$ cat config.mk
export PLATFORM = sky130hd
export DESIGN_NAME = fs_frame_seq
export DESIGN_NICKNAME = d
export VERILOG_FILES = /design/src/rtl/fs_pkg.sv /design/src/rtl/fs_divider.sv /design/src/rtl/fs_step_fsm.sv /design/src/rtl/fs_irq_status.sv /design/src/rtl/fs_frame_seq.sv
export SDC_FILE = /design/constraint.sdc
export NUM_CORES = 1
export LEC_CHECK = 0
export BUFFER_PORTS_ARGS = -buffer_cell sky130_fd_sc_hd__buf_4
export CORE_MARGIN = 1
export CORE_UTILIZATION = 25
export CTS_CLUSTER_SIZE = 25
export DETAILED_ROUTE_END_ITERATION = 10
export SLEW_MARGIN = 20
export SYNTH_ARGS = -nofsm -noshare
export SYNTH_HDL_FRONTEND = slang
export SYNTH_SLANG_ARGS = --single-unit
$ cat constraint.sdc
create_clock -name clk -period 1.85 [get_ports clk]
set_clock_uncertainty 0.1 [all_clocks]
set_input_delay 0.0925 -clock clk [delete_from_list [all_inputs] [get_ports clk]]
set_output_delay 0.0925 -clock clk [all_outputs]
set_load 0.01 [all_outputs]
$ cat src/rtl/fs_pkg.sv
package fs_pkg;
    typedef enum logic [2:0] {
        ST_STEP0 = 3'd0,
        ST_STEP1 = 3'd1,
        ST_STEP2 = 3'd2,
        ST_STEP3 = 3'd3,
        ST_STEP4 = 3'd4
    } fs_step_e;

    localparam int CTRL_W       = 8;
    localparam int CTRL_MODE_B  = 7;
    localparam int CTRL_INH_B   = 6;
    localparam int STAT_W       = 8;
    localparam int NUM_CHAN     = 4;
endpackage

$ cat src/rtl/fs_divider.sv
module fs_divider #(
    parameter int DIV_CYCLES = 7457
) (
    input  logic clk,
    input  logic rst_n,
    output logic tick
);
    localparam int CW = (DIV_CYCLES > 1) ? $clog2(DIV_CYCLES) : 1;
    localparam logic [CW-1:0] LAST = CW'(DIV_CYCLES - 1);

    logic [CW-1:0] cnt_q;

    always_ff @(posedge clk) begin
        if (!rst_n) begin
            cnt_q <= '0;
        end else if (cnt_q == LAST) begin
            cnt_q <= '0;
        end else begin
            cnt_q <= cnt_q + 1'b1;
        end
    end

    assign tick = (cnt_q == LAST);
endmodule

$ cat src/rtl/fs_step_fsm.sv
module fs_step_fsm
    import fs_pkg::*;
(
    input  logic clk,
    input  logic rst_n,
    input  logic tick,
    input  logic five_mode,
    output logic quarter,
    output logic half,
    output logic frame_set
);
    fs_step_e state_q, state_d;

    // State register.
    always_ff @(posedge clk) begin
        if (!rst_n) begin
            state_q <= ST_STEP0;
        end else begin
            state_q <= state_d;
        end
    end

    // Next state and decoded step outputs.
    always_comb begin
        logic q_dec, h_dec, f_dec;
        state_d = state_q;
        q_dec   = 1'b0;
        h_dec   = 1'b0;
        f_dec   = 1'b0;
        unique case (state_q)
            ST_STEP0: begin
                state_d = ST_STEP1;
                q_dec   = 1'b1;
                h_dec   = five_mode;
            end
            ST_STEP1: begin
                state_d = ST_STEP2;
                q_dec   = 1'b1;
                h_dec   = !five_mode;
            end
            ST_STEP2: begin
                state_d = ST_STEP3;
                q_dec   = 1'b1;
                h_dec   = five_mode;
            end
            ST_STEP3: begin
                state_d = five_mode ? ST_STEP4 : ST_STEP0;
                q_dec   = 1'b1;
                h_dec   = !five_mode;
                f_dec   = !five_mode;
            end
            ST_STEP4: begin
                state_d = ST_STEP0;
                q_dec   = !five_mode;
            end
            default: begin
                state_d = ST_STEP0;
            end
        endcase
        if (!tick) begin
            state_d = state_q;
        end
        quarter   = tick & q_dec;
        half      = tick & h_dec;
        frame_set = tick & f_dec;
    end
endmodule

$ cat src/rtl/fs_irq_status.sv
module fs_irq_status
    import fs_pkg::*;
(
    input  logic                clk,
    input  logic                rst_n,
    input  logic                frame_set,
    input  logic                inhibit,
    input  logic                inh_write,
    input  logic                stat_rd,
    input  logic                dmc_irq_set,
    input  logic                enable_wr,
    input  logic                dmc_active,
    input  logic [NUM_CHAN-1:0] chan_active,
    output logic [STAT_W-1:0]   stat_rdata,
    output logic                irq_out
);
    logic frame_flag_q, dmc_flag_q;
    logic frame_vis;

    always_ff @(posedge clk) begin
        if (!rst_n) begin
            frame_flag_q <= 1'b0;
        end else if (inh_write) begin
            frame_flag_q <= 1'b0;
        end else if (frame_set && !inhibit) begin
            frame_flag_q <= 1'b1;
        end else if (stat_rd) begin
            frame_flag_q <= 1'b0;
        end
    end

    always_ff @(posedge clk) begin
        if (!rst_n) begin
            dmc_flag_q <= 1'b0;
        end else if (dmc_irq_set) begin
            dmc_flag_q <= 1'b1;
        end else if (enable_wr) begin
            dmc_flag_q <= 1'b0;
        end
    end

    assign frame_vis  = frame_flag_q & !inhibit;
    assign stat_rdata = {dmc_flag_q, frame_vis, 1'b0, dmc_active, chan_active};
    assign irq_out    = frame_vis | dmc_flag_q;
endmodule

$ cat src/rtl/fs_frame_seq.sv
module fs_frame_seq
    import fs_pkg::*;
#(
    parameter int DIV_CYCLES = 7457
) (
    input  logic                clk,
    input  logic                rst_n,
    input  logic                ctrl_wr,
    input  logic [CTRL_W-1:0]   ctrl_wdata,
    input  logic                stat_rd,
    input  logic                enable_wr,
    input  logic                dmc_irq_set,
    input  logic                dmc_active,
    input  logic [NUM_CHAN-1:0] chan_active,
    output logic                quarter_pulse,
    output logic                half_pulse,
    output logic [STAT_W-1:0]   stat_rdata,
    output logic                irq_out
);
    logic five_mode_q, inhibit_q;
    logic tick, frame_set, inh_write;
    logic ctrl_unused_bits;

    always_ff @(posedge clk) begin
        if (!rst_n) begin
            five_mode_q <= 1'b0;
            inhibit_q   <= 1'b0;
        end else if (ctrl_wr) begin
            five_mode_q <= ctrl_wdata[CTRL_MODE_B];
            inhibit_q   <= ctrl_wdata[CTRL_INH_B];
        end
    end

    assign inh_write        = ctrl_wr & ctrl_wdata[CTRL_INH_B];
    assign ctrl_unused_bits = ^ctrl_wdata[CTRL_INH_B-1:0];

    fs_divider #(.DIV_CYCLES(DIV_CYCLES)) u_div (
        .clk   (clk),
        .rst_n (rst_n),
        .tick  (tick)
    );

    fs_step_fsm u_fsm (
        .clk       (clk),
        .rst_n     (rst_n),
        .tick      (tick),
        .five_mode (five_mode_q),
        .quarter   (quarter_pulse),
        .half      (half_pulse),
        .frame_set (frame_set)
    );

    fs_irq_status u_irq (
        .clk         (clk),
        .rst_n       (rst_n),
        .frame_set   (frame_set),
        .inhibit     (inhibit_q),
        .inh_write   (inh_write),
        .stat_rd     (stat_rd),
        .dmc_irq_set (dmc_irq_set),
        .enable_wr   (enable_wr),
        .dmc_active  (dmc_active),
        .chan_active (chan_active),
        .stat_rdata  (stat_rdata),
        .irq_out     (irq_out)
    );
endmodule

==> key figures, run 1 <==
Status
  – Run status: finished clean

Min path
  – Min-Delay Endpoint: five_mode_q$_SDFFE_PN0P_
  – Type of the worst min-delay path: in2reg
  – Min-delay src: ctrl_wr
  – Worst hold path stage count: 3

Global routing
  – First-pass GRT wire length: 3190 microns
  – Largest net degree at the start of global routing: 13
  – GRT busiest layer: met2
  – Gr usage total: 0.0969
  – GR Util met2: 0.160
  – Initial antenna violation count: 0
  – Met1 Use GR: 0.120
  – GR Overflow Total: 0
  – Met3 usage: 0.0365
  – Number of global-route vias before repair: 745

Power
  – P per Cell Area: 676 nW/um^2
  – VDD IR max: 334 uV
  – Leakage: 0.000426 uW

Finish
  – Antenna diodes: 0
  – Synth-to-layout area growth: 16.7%
  – Layout Cells excl Fill: 171
  – Layout Nets: 146
  – Layout cell share with drive strength beyond 1: 0.195
  – Fin util: 0.312

Clock network
  – H-tree Lvls: 1
  – TritonCTS sink count: 20
  – Worst skew pair latency: 0.25 ns
  – Clock Tree Buf Depth: 2
  – Total CTS buffers: 3
  – Root Driver: clkbuf_8
  – CTS tree: yes
  – Clk pin slew, worst setup/hold paths: 0.07 ns

Critical path
  – Reg2Reg Capture Point: u_fsm.state_q[2]$_SDFFE_PN0P_
  – Critical path endpoint category: flip-flop
  – R2r worst-path depth: 6
  – Startpoint Class: flip-flop
  – Crit-path max FO: 7
  – R2R Setup Slk: 0.11 ns
  – Crit Reg-Reg Startpoint: u_div.cnt_q[1]$_SDFF_PP0_
  – Req. time, crit path: 1.94 ns
  – Worst Path Arrival: 1.83 ns
  – Critical path class: reg2reg

Yosys
  – Syn_area_per_cell: 8.86 sq um
  – Synth top area share: 0.400
  – Asr flop ratio synth: 0
  – Most used DFF post-synth: dfxtp_1
  – Number of synthesized flops with an enable pin: 0
  – Seq cells post-synth: 20
  – Mapped Cells: 113
  – Post-Syn Area: 1000 sq um
  – Top cells by area, synth: dfxtp_1 (40%), xnor2_1 (8.8%), buf_4 (6.8%), nor2_1 (6.0%), nand2_1 (3.8%)
  – Post-synth net total: 134
  – Unique cell type count in the Yosys netlist: 35
  – YS warnings: 0
  – Area leader, netlist: dfxtp_1
  – Seq/Total Area, Yosys: 0.400

STA
  – Final setup viols: 0
  – FMAX: 573 MHz
  – Final worst-path cycle share: 0.943
  – Pins Over Slew Limit: 0
  – Final hold violation count: 0
  – Fin Setup TNS: 0 ns
  – Post-route setup slack: 0.106 ns
  – Final min period: 1.74 ns
  – RSZ-0062 raised after global routing: false

Placement
  – Placed Cells incl. Taps: 165
  – Final HPWL DP: 1380 microns
  – Setup slack at placement: 0.125 ns
  – Gp weighted congestion: 0.749
  – Port Buf Inserts: 12

Route
  – DR iter-0 viols: 10
  – DR vias: 758
  – Total Wirelength: 1840 microns
  – DR vias/cell: 4.43
  – DRC Markers: 0
  – DR WL/cell: 10.8 microns
  – Antenna-violating nets left: 0
  – First-pass DRT Iterations: 4

Floorplanning
  – Initial Util: 0.267
  – Placeable Area: 3740 sq um
  – Die area: 4260 sq um
  – Die Wd: 65.3 microns
  – Die Span Y: 65.3 microns
  – Ports: 30
  – # rows: 22

Run
  – Max capacitance violation total: 0
-- placed cells by master (no fill, tap or decap), drive strengths merged, types with 4 or more instances in the layout --
| cell type | n |
|---|---|
| dfxtp | 20 |
| nor2 | 16 |
| buf | 15 |
| xnor2 | 10 |
| nand2 | 10 |
| nand3 | 4 |
| nand4 | 4 |
| nor3 | 4 |
-- layer usage --
layer  up-vias  share of wire
met5         -              0
met4         0         0.0027
met3         2          0.060
met2        17           0.46
met1       347           0.48
li1        392              -
-- Yosys cell counts, types with 2 or more instances --
library cell / count
dfxtp_1: 20
ha_1: 2
nor4_1: 3
xnor2_1: 10
inv_1: 2
xor2_1: 2
and3_2: 2
nor3_1: 3
nand3_1: 4
nor2_1: 16
nand2b_1: 3
nand2_1: 10
o21ai_0: 2
nand4_1: 3
buf_4: 9
nor2b_1: 3
-- cell type report --
type	count	area, sq um
clock buffers	3	41.3
fillers	412	2570
inverters	2	7.51
multi-input cells	81	527
flip-flops and latches	20	400
well taps	48	60.1
repair buffers	17	133
-- report_power, final --
group / internal, uW / total, uW / switching (uW)
clock network: 145 / 276 / 131
registers: 440 / 450 / 9.89
logic: 36.1 / 63.7 / 27.6
-- sequential cells by signal (all words and copies together), names as in the netlist --
signal	flops
u_irq.frame_flag_q	1
u_fsm.state_q	3
five_mode_q	1
u_div.cnt_q	13
u_irq.dmc_flag_q	1
inhibit_q	1
-- metrics by stage --
stage	hold WS (ns)	cell area (sq um)	total power (uW)
2_1_floorplan	0.116	1000	507
4_1_cts	0.0234	1160	806
6_report	0.0270	1170	790
3_5_place_dp	0.0851	1090	519
5_1_grt	0.0290	1170	834
3_3_place_gp	0.0851	1090	515
-- logic make-up (layout without fill, tap and decap cells) --
group | after synthesis | after routing | synth area share
XOR/XNOR | 12 | 12 | 0.105
multiplexers | 1 | 1 | 0.0100
flip-flops | 20 | 20 | 0.400
other | 1 | 1 | 0.00375
adder cells (fa/ha/maj) | 2 | 2 | 0.0250
AO/OA/AOI/OAI | 8 | 8 | 0.0538
buffers and inverters | 12 | 22 | 0.0787
AND/OR/NAND/NOR | 57 | 57 | 0.324
-- worst max path at each step --
stage	startpoint	to	slack, ns	depth (start not counted)
floorplan	u_div.cnt_q[0]$_SDFF_PP0_	u_fsm.state_q[2]$_SDFFE_PN0P_	0.25	6
global placement	u_div.cnt_q[3]$_SDFF_PP0_	u_fsm.state_q[2]$_SDFFE_PN0P_	0.18	4
finish	u_div.cnt_q[1]$_SDFF_PP0_	u_fsm.state_q[2]$_SDFFE_PN0P_	0.11	6
global route	u_div.cnt_q[1]$_SDFF_PP0_	u_fsm.state_q[2]$_SDFFE_PN0P_	0.005	6
CTS	u_div.cnt_q[1]$_SDFF_PP0_	half_pulse	0.05	7
detailed placement	u_div.cnt_q[1]$_SDFF_PP0_	u_fsm.state_q[2]$_SDFFE_PN0P_	0.13	6
-- critical path, stage by stage (launching register included) --
cell and delay [ns]:
dfxtp_1 0.35, inv_1 0.07, ha_1 0.16, and2b_1 0.18, nand4_4 0.16, or4b_1 0.52
a21boi_1 0.14
-- timing repair --
item | CTS | global route
endpoints found under the hold margin | 2 | 0
gates resized for setup | 0 | 1
hold buffers | 2 | 0
endpoints found under the setup margin | 0 | 1
buffers inserted | 0 | 1
Note: power is estimated with default switching activity, not from simulation.
==> inputs of run 2 (changes only) <==
Settings changed: CORE_UTILIZATION 25 to 38.
==> key figures, run 2 (same netlist as run 1, synthesis figures left out) <==
STA
  – Pins Over Slew Limit: 0 (unchanged)
  – Final hold violation count: 0 (unchanged)
  – Final min period: 1.76 ns (+0.0165 ns)
  – Fin Setup TNS: 0 ns (unchanged)
  – Post-route setup slack: 0.0894 ns (-0.0165 ns)
  – FMAX: 568 MHz (-0.94%)
  – RSZ-0062 raised after global routing: false
  – Final worst-path cycle share: 0.952 (+0.00892)
  – Final setup viols: 0 (unchanged)

Finish
  – Layout cell share with drive strength beyond 1: 0.229 (+0.0339)
  – Most common cell after layout, fill and taps aside: dfxtp_1
  – Commonest cells after routing, fill and taps aside: dfxtp_1 (18), buf_4 (16), nor2_1 (15), xnor2_1 (10), nand2_1 (10)
  – Antenna diodes: 0 (unchanged)
  – Fin util: 0.493 (+0.181)
  – Design area: 1220 sq um (+4.5%)
  – Top reg by flops: u_div.cnt_q
  – Layout Nets: 153 (+4.8%)
  – Top Registers: u_div.cnt_q (13), u_fsm.state_q (3)
  – Max FFs per register: 13 (unchanged)
  – Synth-to-layout area growth: 22.0%

Global routing
  – Gr usage total: 0.157 (+0.0603)
  – GR Overflow Total: 0 (unchanged)
  – Number of global-route vias before repair: 770 (+3.4%)
  – First-pass GRT wire length: 3230 microns (+1.3%)
  – Largest net degree at the start of global routing: 13 (unchanged)
  – Initial antenna violation count: 0 (unchanged)

Route
  – Antenna-violating nets left: 0 (unchanged)
  – DR vias/cell: 4.89 (+10%)
  – Total Wirelength: 1880 microns (+1.9%)
  – DR vias: 788 (+4.0%)
  – DR iter-0 viols: 18 (+8)
  – DRC Markers: 0 (unchanged)
  – DR WL/cell: 11.7 microns (+8.2%)
  – First-pass DRT Iterations: 4 (unchanged)

Critical path
  – Cell Chain, Critical Path: inv_1 -> ha_2 -> nor3b_2 -> nand4_1 -> buf_4 -> nor2_2 -> buf_4
  – Worst path max stage delay: 0.36 ns (-0.16 ns)
  – Critical path class: reg2out
  – Delay-heaviest family, CP: simple AND/OR/NAND/NOR gates
  – R2r worst-path depth: 6 (unchanged)
  – Crit-path max FO: 4 (-3)
  – Startpoint Class: flip-flop
  – Req. time, crit path: 1.66 ns (-0.28 ns)
  – CP Buf/Inv Count: 3 (+2)
  – Most frequent CP cell: buf_4
  – Slowest cell on crit path: dfxtp_4
  – Worst Path Arrival: 1.57 ns (-0.26 ns)
  – Stages on worst setup path: 7 (+1)
  – Critical path endpoint category: output pin

Clock network
  – Worst skew pair latency: 0.30 ns (+0.05 ns)
  – CTS tree: yes
  – Root Driver: clkbuf_4
  – H-tree Lvls: 1 (unchanged)
  – TritonCTS sink count: 20 (unchanged)
  – Clk pin slew, worst setup/hold paths: 0.12 ns (+0.05 ns)
  – Clock Tree Buf Depth: 2 (unchanged)
  – Total CTS buffers: 3 (unchanged)

Floorplanning
  – Die Span Y: 53.3 microns (-18%)
  – Die area: 2840 sq um (-33%)
  – Initial Util: 0.404 (+0.137)
  – Placeable Area: 2480 sq um (-34%)
  – Ports: 30 (unchanged)
  – # rows: 18 (-18%)
  – Die Wd: 53.3 microns (-18%)

Min path
  – Type of the worst min-delay path: in2reg
  – Worst hold path stage count: 4 (+1)

Placement
  – Placed inst area: 1070 sq um (-2.1%)
  – Setup slack at placement: 0.132 ns (+0.00670 ns)
  – Final HPWL DP: 1320 microns (-3.8%)
  – Gp weighted congestion: 0.740 (-1.2%)
  – Port Buf Inserts: 12 (unchanged)

Power
  – P per Cell Area: 640 nW/um^2 (-5.3%)
  – Leakage: 0.000456 uW (+7.0%)
  – VDD IR max: 416 uV (+25%)

Run
  – Max capacitance violation total: 0 (unchanged)

Status
  – Run status: finished clean
## run 2: changes by cell type in the layout (fill, tap and decap cells not counted), sizes merged
cell	delta
clkbuf	+1
dlygate4sd3	+6
buf	+1
## run 2: metal layers
layer	global-route usage	vias to the layer above	share of wire
li1	-	412	-
met1	0.177	363	0.47
met2	0.269	11	0.48
met3	0.0632	2	0.035
met4	0.0439	0	0.0080
met5	0	-	0
## run 2: power breakdown
group,switching [uW],internal (uW),total (uW)
combinational,31.4,48.6,79.9
sequential,8.61,440,448
clock,133,120,253
## run 2: final cells by class
type,instances,area [sq um]
inverter,2,7.51
tap,30,37.5
clock buffer,4,36.3
timing repair buffer,24,200
multi-input combinational,81,532
fill,253,1260
sequential,20,408
## run 2: timing repair
item	CTS	global route
endpoints found under the setup margin	1	1
pin swaps	0	1
setup buffers	0	2
hold buffers	8	0
endpoints found under the hold margin	5	0
gates resized for setup	1	6
## run 2: path summary, 6_finish.rpt
check	start	end	slack, ns
hold reg to reg	u_div.cnt_q[0]$_SDFF_PP0_	u_div.cnt_q[0]$_SDFF_PP0_	0.34
setup / recovery	u_div.cnt_q[0]$_SDFF_PP0_	half_pulse	0.09
setup reg to reg	u_div.cnt_q[0]$_SDFF_PP0_	u_fsm.state_q[2]$_SDFFE_PN0P_	0.10
hold / removal	stat_rd	u_irq.frame_flag_q$_SDFFE_PP0P_	0.08
## run 2: worst reg2reg max path: cells and delay by family, from the launching register on
family,cells,cell delay (ns)
AO/OA/AOI/OAI,1,0.14
adder cells (fa/ha/maj),1,0.17
buffers and inverters,1,0.06
flip-flops,1,0.36
AND/OR/NAND/NOR,3,0.87
## run 2: through the flow
stage | power [uW] | instances | hold slack [ns]
after floorplan | 507 | 113 | 0.116
final | 781 | 161 | 0.0836
after global routing | 814 | 161 | 0.0850
after CTS | 782 | 159 | 0.0851
after detailed placement | 517 | 147 | 0.0851
after global placement | 514 | 147 | 0.0851
==> inputs of run 3 (changes only) <==
Settings changed: CORE_MARGIN 1 to 2.
Clock period 1.85 ns to 2 ns, I/O delays scaled along.
==> key figures, run 3 (same netlist as run 1, synthesis figures left out) <==
Status
  – Run status: finished clean

Power
  – Flop pwr share: 0.632 (+0.058)
  – P per Cell Area: 574 nW/um^2 (-10%)
  – Net switching power: 145 uW (-16%)
  – Leakage: 0.000423 uW (-7.2%)
  – Clock network fraction of design power: 0.272 (-0.051)
  – P_int: 515 uW (-15%)
  – Sw frac: 0.220 (-0.00131)
  – VDD IR max: 299 uV (-28%)
  – Combinational power share: 0.096 (-0.006)

Run
  – Max capacitance violation total: 0 (unchanged)

Critical path
  – Reg2Reg Capture Point: u_fsm.state_q[2]$_SDFFE_PN0P_
  – R2r worst-path depth: 6 (unchanged)
  – End of the critical path: inhibit_q$_SDFFE_PN0P_
  – Crit-path max FO: 2 (-2)
  – Worst Path Arrival: 2.02 ns (+0.45 ns)
  – CP startpoint: ctrl_wdata[6]
  – Critical path class: in2reg
  – R2R Setup Slk: 0.27 ns (+0.17 ns)
  – Crit Reg-Reg Startpoint: u_div.cnt_q[0]$_SDFF_PP0_
  – Startpoint Class: input port
  – Critical path endpoint category: flip-flop
  – Req. time, crit path: 2.08 ns (+0.42 ns)

STA
  – FMAX: 516 MHz
  – Pins Over Slew Limit: 0 (unchanged)
  – RSZ-0062 raised after global routing: false
  – Final min period: 1.94 ns
  – Final hold violation count: 0 (unchanged)
  – Final setup viols: 0 (unchanged)
  – Final worst-path cycle share: 0.968
  – Fin Setup TNS: 0 ns (unchanged)
  – Post-route setup slack: 0.0635 ns (-0.0259 ns)

Finish
  – Synth-to-layout area growth: 14.9%
  – Layout Nets: 148 (-3.3%)
  – Top reg by flops: u_div.cnt_q
  – Antenna diodes: 0 (unchanged)
  – Max FFs per register: 13 (unchanged)
  – Layout cell share with drive strength beyond 1: 0.160 (-0.0690)
  – Top Registers: u_div.cnt_q (13), u_fsm.state_q (3)
  – Fill cells: 251 (-0.79%)
  – Commonest cells after routing, fill and taps aside: dfxtp_1 (20), nor2_1 (16), buf_4 (12), xnor2_1 (10), nand2_1 (10)
  – Most common cell after layout, fill and taps aside: dfxtp_1

Route
  – Total Wirelength: 1790 microns (-4.6%)
  – DR vias: 780 (-1.0%)
  – Antenna-violating nets left: 0 (unchanged)
  – DR iter-0 viols: 11 (-7)
  – DRC Markers: 0 (unchanged)
  – DR WL/cell: 11.5 microns (-0.95%)
  – First-pass DRT Iterations: 4 (unchanged)
  – DR vias/cell: 5.03 (+2.8%)

Floorplanning
  – Placeable Area: 2480 sq um (unchanged)
  – # rows: 18 (unchanged)
  – Die area: 3060 sq um (+7.6%)
  – Ports: 30 (unchanged)
  – Initial Util: 0.404 (unchanged)
  – Die Wd: 55.3 microns (+3.8%)
  – Die Span Y: 55.3 microns (+3.8%)

Placement
  – Gp weighted congestion: 0.714 (-3.4%)
  – Setup slack at placement: 0.295 ns (+0.163 ns)
  – Final HPWL DP: 1270 microns (-4.2%)
  – Port Buf Inserts: 12 (unchanged)

Clock network
  – Worst skew pair latency: 0.28 ns (-0.02 ns)
  – Clock Tree Buf Depth: 2 (unchanged)
  – TritonCTS sink count: 20 (unchanged)
  – H-tree Lvls: 1 (unchanged)
  – Root Driver: clkbuf_4
  – Total CTS buffers: 3 (unchanged)
  – CTS tree: yes
  – Clk pin slew, worst setup/hold paths: 0.10 ns (-0.02 ns)

Global routing
  – Number of global-route vias before repair: 802 (+4.2%)
  – Largest net degree at the start of global routing: 13 (unchanged)
  – Gr usage total: 0.131 (-0.0263)
  – First-pass GRT wire length: 3310 microns (+2.6%)
  – Initial antenna violation count: 0 (unchanged)
  – GR Overflow Total: 0 (unchanged)

Min path
  – Type of the worst min-delay path: in2reg
run 3: changes by cell type in the layout (fill, tap and decap cells not counted), sizes merged:
cell | before | now
buf | 16 | 12
clkbuf | 4 | 3
dlygate4sd3 | 8 | 7
run 3: worst max-delay path: stages:
cell	delay [ns]
dlygate4sd3_1	0.55
buf_4	0.13
nand2_1	0.07
dlygate4sd3_1	0.55
a21boi_0	0.08
dlygate4sd3_1	0.55
run 3: worst min path at each step:
stage                         from                             to  depth (start not counted)
floorplan              dmc_irq_set  u_irq.dmc_flag_q$_SDFFE_PN0P_                          1
global placement    chan_active[2]                  stat_rdata[2]                          0
detailed placement  chan_active[2]                  stat_rdata[2]                          0
CTS                          rst_n       five_mode_q$_SDFFE_PN0P_                          2
global route                 rst_n       five_mode_q$_SDFFE_PN0P_                          2
finish                       rst_n       five_mode_q$_SDFFE_PN0P_                          2
run 3: timing repair:
action | in CTS | in global routing
buffers inserted | 0 | 0
setup endpoints to repair | 0 | 0
hold endpoints to repair | 3 | 0
hold buffers | 7 | 0
resized for setup | 0 | 0
run 3: power by group through the flow:
stage / sequential, uW / combinational (uW) / clock, uW
6_report: 417 / 63.0 / 180
5_1_grt: 418 / 70.6 / 210
4_1_cts: 417 / 62.7 / 190
3_5_place_dp: 426 / 50.9 / 0
3_3_place_gp: 426 / 49.2 / 0
2_1_floorplan: 423 / 46.2 / 0
run 3: per-layer routing:
metal	share of wire	track usage	routed length (microns)	vias up
li1	-	-	-	397
met1	0.47	0.165	847	373
met2	0.48	0.223	857	8
met3	0.037	0.0258	66	2
met4	0.0095	0.0418	17	0
met5	0	0	0	-
run 3: final cells by class:
| type | instances | area [sq um] | share of cell area |
|---|---|---|---|
| Timing Repair Buffer | 19 | 160 | 0.139 |
| Multi-Input combinational cell | 81 | 522 | 0.454 |
| Inverter | 2 | 7.51 | 0.00653 |
| Clock buffer | 3 | 22.5 | 0.0196 |
| Tap cell | 30 | 37.5 | 0.0326 |
| Sequential cell | 20 | 400 | 0.348 |
run 3: through the flow:
| step | hold slack, ns | utilization | instances | area (sq um) | total power [uW] |
|---|---|---|---|---|---|
| floorplan | 0.124 | - | 113 | 1000 | 469 |
| global placement | 0.100 | 0.427 | 145 | 1060 | 475 |
| detailed placement | 0.100 | 0.427 | 145 | 1060 | 477 |
| CTS | 0.00835 | 0.464 | 155 | 1150 | 670 |
| global route | 0.0203 | 0.464 | 155 | 1150 | 698 |
| finish | 0.0212 | 0.464 | 155 | 1150 | 660 |
